===== src/rtl/occ_pwm_pkg.sv =====
package occ_pwm_pkg;

  // strobes from the slot sequencer to the datapath
  typedef struct packed {
    logic periodEnd;  // final slot of the switching period
    logic blankOn;    // slot lies inside the leading-edge blanking window
  } slotStrobe_t;

endpackage


===== src/rtl/occ_pwm_ctrl.sv =====
module occ_pwm_ctrl
  import occ_pwm_pkg::*;
#(
  parameter int PERIOD_CNT = 50,
  parameter int BLANK_CNT  = 5
) (
  input  logic        clk,
  input  logic        rst_n,
  output slotStrobe_t strobe,
  output logic        periodStart
);

  localparam int CNT_W = (PERIOD_CNT > 2) ? $clog2(PERIOD_CNT) : 1;
  localparam logic [CNT_W-1:0] LAST_SLOT = CNT_W'(PERIOD_CNT - 1);

  logic [CNT_W-1:0] slot;

  always_ff @(posedge clk) begin
    if (!rst_n)                slot <= '0;
    else if (strobe.periodEnd) slot <= '0;
    else                       slot <= slot + 1'b1;
  end

  assign strobe.periodEnd = (slot == LAST_SLOT);
  assign periodStart      = (slot == '0);

  generate
    if (BLANK_CNT <= 0) begin : gNoBlank
      assign strobe.blankOn = 1'b0;
    end else if (BLANK_CNT >= PERIOD_CNT) begin : gFullBlank
      assign strobe.blankOn = 1'b1;
    end else begin : gBlank
      localparam logic [CNT_W-1:0] BLANK_END = CNT_W'(BLANK_CNT);
      assign strobe.blankOn = (slot < BLANK_END);
    end
  endgenerate

endmodule


===== src/rtl/occ_pwm_dp.sv =====
module occ_pwm_dp
  import occ_pwm_pkg::*;
#(
  parameter int DATA_W     = 12,
  parameter int PERIOD_CNT = 50,
  parameter int VM_OFFSET  = 200,
  parameter int VM_MAX     = 1000,
  parameter int GAIN_W     = 8,
  parameter int GAIN_FRAC  = 4,
  parameter int GAIN_DC    = 24,
  parameter int PEAK_THR   = 400
) (
  input  logic              clk,
  input  logic              rst_n,
  input  logic [DATA_W-1:0] compWord,
  input  logic [DATA_W-1:0] isnsWord,
  input  slotStrobe_t       strobe,
  output logic              gateReq,
  output logic [DATA_W-1:0] vmHeld
);

  localparam int CNT_W  = $clog2(PERIOD_CNT + 1);
  localparam int ACC_W  = DATA_W + CNT_W;
  localparam int PROD_W = DATA_W + GAIN_W;
  localparam logic [DATA_W-1:0] OFFSET_V = DATA_W'(VM_OFFSET);
  localparam logic [DATA_W-1:0] MAX_V    = DATA_W'(VM_MAX);
  localparam logic [DATA_W-1:0] THR_V    = DATA_W'(PEAK_THR);
  localparam logic [PROD_W-1:0] SAT_V    = PROD_W'({DATA_W{1'b1}});

  logic [DATA_W-1:0]        vmRaw, vmNow, gainSat;
  logic [PROD_W-1:0]        gainFull, gainShift;
  logic signed [DATA_W:0]   summer;
  logic                     summerPos, peakOver, gateNext, latchOff;
  logic [ACC_W-1:0]         rampAcc, target;

  // modulation value: offset removed, floored at zero, ceiling applied
  always_comb begin
    if (compWord > OFFSET_V) vmRaw = compWord - OFFSET_V;
    else                     vmRaw = '0;
    vmNow = (vmRaw > MAX_V) ? MAX_V : vmRaw;
  end

  // fixed-point current gain with saturation
  always_comb begin
    gainFull  = PROD_W'(isnsWord) * PROD_W'(GAIN_DC);
    gainShift = gainFull >> GAIN_FRAC;
    gainSat   = (gainShift > SAT_V) ? {DATA_W{1'b1}} : gainShift[DATA_W-1:0];
  end

  // summer and scaled threshold for the ramp comparison
  always_comb begin
    summer    = $signed({1'b0, vmHeld}) - $signed({1'b0, gainSat});
    summerPos = !summer[DATA_W] && (summer != '0);
    target    = ACC_W'(summer[DATA_W-1:0]) * ACC_W'(PERIOD_CNT);
    peakOver  = (isnsWord > THR_V);
    gateNext  = !latchOff && summerPos && (rampAcc < target)
                && !(peakOver && !strobe.blankOn);
  end

  always_ff @(posedge clk) begin
    if (!rst_n) begin
      vmHeld   <= '0;
      rampAcc  <= '0;
      latchOff <= 1'b0;
      gateReq  <= 1'b0;
    end else begin
      gateReq <= gateNext;
      if (strobe.periodEnd) begin
        vmHeld   <= vmNow;
        rampAcc  <= '0;
        latchOff <= 1'b0;
      end else begin
        rampAcc  <= rampAcc + ACC_W'(vmHeld);
        latchOff <= latchOff | !gateNext;
      end
    end
  end

endmodule


===== src/rtl/occ_pwm_mod.sv =====
module occ_pwm_mod
  import occ_pwm_pkg::*;
#(
  parameter int DATA_W     = 12,
  parameter int PERIOD_CNT = 50,
  parameter int BLANK_CNT  = 5,
  parameter int VM_OFFSET  = 200,
  parameter int VM_MAX     = 1000,
  parameter int GAIN_W     = 8,
  parameter int GAIN_FRAC  = 4,
  parameter int GAIN_DC    = 24,
  parameter int PEAK_THR   = 400
) (
  input  logic              clk,
  input  logic              rst_n,
  input  logic [DATA_W-1:0] compWord,
  input  logic [DATA_W-1:0] isnsWord,
  output logic              gateReq,
  output logic              periodStart
);

  slotStrobe_t       strobe;
  logic [DATA_W-1:0] vmHeld;

  occ_pwm_ctrl #(
    .PERIOD_CNT(PERIOD_CNT),
    .BLANK_CNT (BLANK_CNT)
  ) uCtrl (
    .clk        (clk),
    .rst_n      (rst_n),
    .strobe     (strobe),
    .periodStart(periodStart)
  );

  occ_pwm_dp #(
    .DATA_W    (DATA_W),
    .PERIOD_CNT(PERIOD_CNT),
    .VM_OFFSET (VM_OFFSET),
    .VM_MAX    (VM_MAX),
    .GAIN_W    (GAIN_W),
    .GAIN_FRAC (GAIN_FRAC),
    .GAIN_DC   (GAIN_DC),
    .PEAK_THR  (PEAK_THR)
  ) uDp (
    .clk     (clk),
    .rst_n   (rst_n),
    .compWord(compWord),
    .isnsWord(isnsWord),
    .strobe  (strobe),
    .gateReq (gateReq),
    .vmHeld  (vmHeld)
  );

endmodule


===== config.mk =====
export PLATFORM = sky130hd
export DESIGN_NAME = occ_pwm_mod
export DESIGN_NICKNAME = d
export VERILOG_FILES = /design/src/rtl/occ_pwm_pkg.sv /design/src/rtl/occ_pwm_ctrl.sv /design/src/rtl/occ_pwm_dp.sv /design/src/rtl/occ_pwm_mod.sv
export SDC_FILE = /design/constraint.sdc
export NUM_CORES = 1
export LEC_CHECK = 0
export ABC_AREA = 1
export ABC_CLOCK_PERIOD_IN_PS = 12500
export BUFFER_PORTS_ARGS = -buffer_cell sky130_fd_sc_hd__buf_2
export CAP_MARGIN = 5
export CORE_UTILIZATION = 37
export DETAILED_ROUTE_END_ITERATION = 8
export HOLD_SLACK_MARGIN = 0.05
export SYNTH_ARGS = -nofsm -noshare
export SYNTH_HDL_FRONTEND = slang
export SYNTH_HIERARCHICAL = 1
export SYNTH_SLANG_ARGS = --single-unit

===== constraint.sdc =====
create_clock -name clk -period 12.5 [get_ports clk]
set_input_delay 0.625 -clock clk [delete_from_list [all_inputs] [get_ports clk]]
set_output_delay 0.625 -clock clk [all_outputs]
set_load 0.1 [all_outputs]

==> out/results.txt <==
The flow ran to the end, and the final reports show no timing, DRC or antenna violations. Leakage power total: 3.23 nW. After clock tree synthesis, the repair step resized 0 gates. The number of buffers inserted during clock tree synthesis is 5, and the distinct cell type count after synthesis is 40.

The core region is 14,000 µm². The dominant register cell in the synthesized netlist was sky130_fd_sc_hd__dfxtp_1. The count of buffers added by post-CTS timing repair for setup is 0, and the via-per-instance ratio is 4.87. The setup slack of the critical path after layout came out at 5700 ps.

The clock transition time at the flip-flop clock pins of the worst setup and hold paths works out to 60 ps. Counting every instance in the synthesized netlist gives 811. The floorplan has 43 rows.

In this run the clock root is driven by a sky130_fd_sc_hd__clkbuf_16. The depth of the worst register-to-register path was 32. The worst setup path is captured at a flip-flop. At the later pin of the worst-skew pair, clock insertion delay measures 280 ps.

For this run, the detailed router's first-pass iteration total came to 4. For the worst path required time, the log shows 12,680 ps. For the initial antenna violation count, the log shows 0. Once detailed placement completed, the half-perimeter wirelength came to 10,800 µm. Minimum setup slack after placement: 5390 ps.

The number of instances on the worst hold path came out at 1. The synthesized design spends more area on one cell type than any other, namely sky130_fd_sc_hd__ha_1. The pin slew with the least headroom to its limit was 680 ps; the clock period minus worst slack was 6800 ps. For this run, the register share of the synthesized area comes to 14.2%. After detailed placement, the total cell area comes to 5700 µm². In this run the critical register-to-register path is launched from uDp/vmHeld[0]. The placer congestion estimate is 0.874.

The count of buffers inserted at the top-level ports came out at 27. The area of all placed cells without fillers is 5850 µm². TritonCTS built the clock tree. Of the available clock period, the critical path in the final layout requires 54.4%. The I/O pin count was 28; the net count after synthesis was 955. The total overflow left after global routing is 0. Relative to the synthesized area, the layout overhead comes to 9.56%. After the first detailed-routing iteration, the DRC count stood at 216.

After synthesis, the cell types taking the most area are sky130_fd_sc_hd__ha_1, sky130_fd_sc_hd__dfxtp_1, sky130_fd_sc_hd__nand2_1. Along the worst path, the maximum fanout reaches 8. The antenna diode count was 0. The die covers 14,900 µm². Entering global routing, the biggest net connects 18 pins. The most frequently used cell type in the post-synthesis netlist is sky130_fd_sc_hd__nand2_1.

The final routed DRC violation total is 0. The worst clock skew is 4.31 ps. Summed over all layers, the routed wires come to 12,600 µm. The maximum resistive drop on vdd was 0.0480 mV. The critical path is of the in -> reg type. The count of final max-slew check failures came out at 0.

Measured against its own limit, the worst slew margin works out to 54.5%. The die is 122 µm tall. Setup violations remaining at the end of the flow were counted as 0. TritonCTS sink count: 38. Among all stages on the critical path, the largest delay is contributed by sky130_fd_sc_hd__fa_1. For the total via count after detailed routing, the log shows 4,994. Counting tap cells, the placed design contains a total of 1,017 instances. In this run, post-CTS hold repair placed 0 buffers. The net count of the finished layout is 988.

The run gives 6 as the number of warnings printed during yosys synthesis. The H-tree depth was 2. Tracing the worst setup path back leads to its startpoint at isnsWord[3]. The tools report the post-synthesis instance area as 5340 µm².

The path class of the tightest hold or removal check is reg -> reg. Ranked by instance count, the synthesized netlist is headed by sky130_fd_sc_hd__nand2_1, sky130_fd_sc_hd__inv_1, sky130_fd_sc_hd__ha_1, sky130_fd_sc_hd__nor2_1, sky130_fd_sc_hd__a21oi_1. The longest individual stage delay on the worst path was 540 ps. The buffer depth of the longest clock path was 2; the async set-or-reset flop fraction in the synthesized netlist was 0%.

For the hold violation count in the final report, the log shows 0. The die is 122 µm wide. The sort of element at the start of the critical path is an input pin.

The area share of the leading cell type in the synthesized netlist was 25.5%. The critical register-to-register path endpoint was uDp/latchOff. Max-cap violations in this run came to 0. The antenna violation net count after detailed routing came out at 0. First-pass GRT wire length: 21,700 µm. Dividing total power by cell area gives a power density of 115 nW/µm². The highest clock frequency the design can meet is 147 MHz, and the count of flip-flops with a built-in enable after synthesis is 0. The data arrival time of the worst path was 6980 ps; the reg-to-reg setup timing slack was 7130 ps. Synthesis inferred 38 register bits. Cells with a size suffix above 1 make up 7.81% of the layout. The critical path ends at uDp/latchOff.

Setup repair after global routing left no endpoint under its margin. The run gives 38.2% as the effective utilization at floorplan. The number of global-route vias before repair is 4,842. Overall power consumption after layout is estimated at 0.670 mW. The synthesized area per cell is 6.58 µm².

The finished layout holds 1,025 standard cells, fillers aside. The overall routing resource usage is 18.3%. Library cell appearing most often on the critical path: sky130_fd_sc_hd__nand2_1.

After routing, the total negative slack on setup checks comes to 0 ps. The wire length per cell works out to 12.3 µm.
[critical path, delay by kind of cell]
family | cells | cell delay, ps
fa+ha+maj | 8 | 2670
simple gates | 19 | 1960
compound gates | 8 | 1130
buf+inv | 7 | 540
[cells by family (layout without fill, tap and decap cells)]
kind of cell | count (synthesis) | count (layout) | share of synthesized area (%)
and+or+nand+nor | 361 | 361 | 29.1
buffers and inverters | 147 | 181 | 10.5
AOI/OAI and AO/OA | 127 | 127 | 14.0
adders and majority gates | 118 | 118 | 28.9
DFF | 38 | 38 | 14.2
xor gates and xnor gates | 20 | 20 | 3.28
[registers in the layout, indices dropped and copies added, names as in the netlist]
| register | cells |
|---|---|
| uDp/gateReq | 1 |
| uDp/latchOff | 1 |
| uCtrl/slot | 6 |
| uDp/rampAcc | 18 |
| uDp/vmHeld | 12 |
[per-stage QoR]
stage,hold WS [ps],utilization (%)
floorplan,441,-
finish,493,41.8
CTS,493,41.8
global placement,471,40.7
global route,522,41.8
detailed placement,484,40.7
[cell usage in the layout, fill, tap and decap left out, types with 2 or more instances in the layout]
master / netlist / final
sky130_fd_sc_hd__nand2_1: 183 / 183
sky130_fd_sc_hd__inv_1: 141 / 141
sky130_fd_sc_hd__ha_1: 109 / 109
sky130_fd_sc_hd__nor2_1: 77 / 77
sky130_fd_sc_hd__a21oi_1: 63 / 63
sky130_fd_sc_hd__nand3_1: 52 / 52
sky130_fd_sc_hd__dfxtp_1: 38 / 38
sky130_fd_sc_hd__buf_2: 1 / 27
sky130_fd_sc_hd__o21ai_0: 27 / 27
sky130_fd_sc_hd__nand4_1: 13 / 13
sky130_fd_sc_hd__nor3_1: 11 / 11
sky130_fd_sc_hd__xor2_1: 10 / 10
sky130_fd_sc_hd__xnor2_1: 10 / 10
sky130_fd_sc_hd__fa_1: 9 / 9
sky130_fd_sc_hd__nand2_2: 6 / 6
sky130_fd_sc_hd__a31oi_1: 6 / 6
sky130_fd_sc_hd__clkbuf_16: 0 / 5
sky130_fd_sc_hd__o21bai_1: 5 / 5
sky130_fd_sc_hd__a21o_1: 5 / 5
sky130_fd_sc_hd__o21a_1: 5 / 5
sky130_fd_sc_hd__nand3b_1: 4 / 4
sky130_fd_sc_hd__or2_2: 4 / 4
sky130_fd_sc_hd__nor2_2: 3 / 3
sky130_fd_sc_hd__o211ai_1: 3 / 3
sky130_fd_sc_hd__inv_2: 3 / 3
sky130_fd_sc_hd__nor4_1: 3 / 3
sky130_fd_sc_hd__o21ai_2: 2 / 2
sky130_fd_sc_hd__a21oi_2: 2 / 2
sky130_fd_sc_hd__a21oi_4: 2 / 2
sky130_fd_sc_hd__a211oi_1: 2 / 2
sky130_fd_sc_hd__nand2_4: 2 / 2
[layout make-up]
class,instances,area (µm²)
Inverter,145,549
Fill cell,1538,8140
Multi-Input combinational cell,626,4020
Timing Repair Buffer,28,143
Clock inverter,2,12.5
Sequential cell,38,761
Tap cell,180,225
Clock buffer,6,139
[power by group]
part	internal [mW]	leakage (nW)	switching (mW)	total, mW
combinational	0.162	2.85	0.257	0.418
clock	0.0789	0.0729	0.0495	0.128
sequential	0.122	0.307	0.00102	0.123
[how the worst min path moves through the flow]
stage / startpoint / to / slack [ps]
after floorplan: uDp/vmHeld[10] / uDp/vmHeld[10] / 440
after global placement: uCtrl/slot[0] / uCtrl/slot[0] / 470
after detailed placement: uCtrl/slot[0] / uCtrl/slot[0] / 480
after CTS: uCtrl/slot[0] / uCtrl/slot[0] / 490
after global routing: uCtrl/slot[0] / uCtrl/slot[0] / 520
final: uCtrl/slot[0] / uCtrl/slot[0] / 490
[metal layers]
layer	up-vias	global-route usage [%]	wire length [µm]
li1	2718	-	-
met1	2215	23.3	6350
met2	47	32.8	5800
met3	14	1.54	286
met4	0	5.26	206
met5	-	0	0
(Power assumes the default switching activity.)
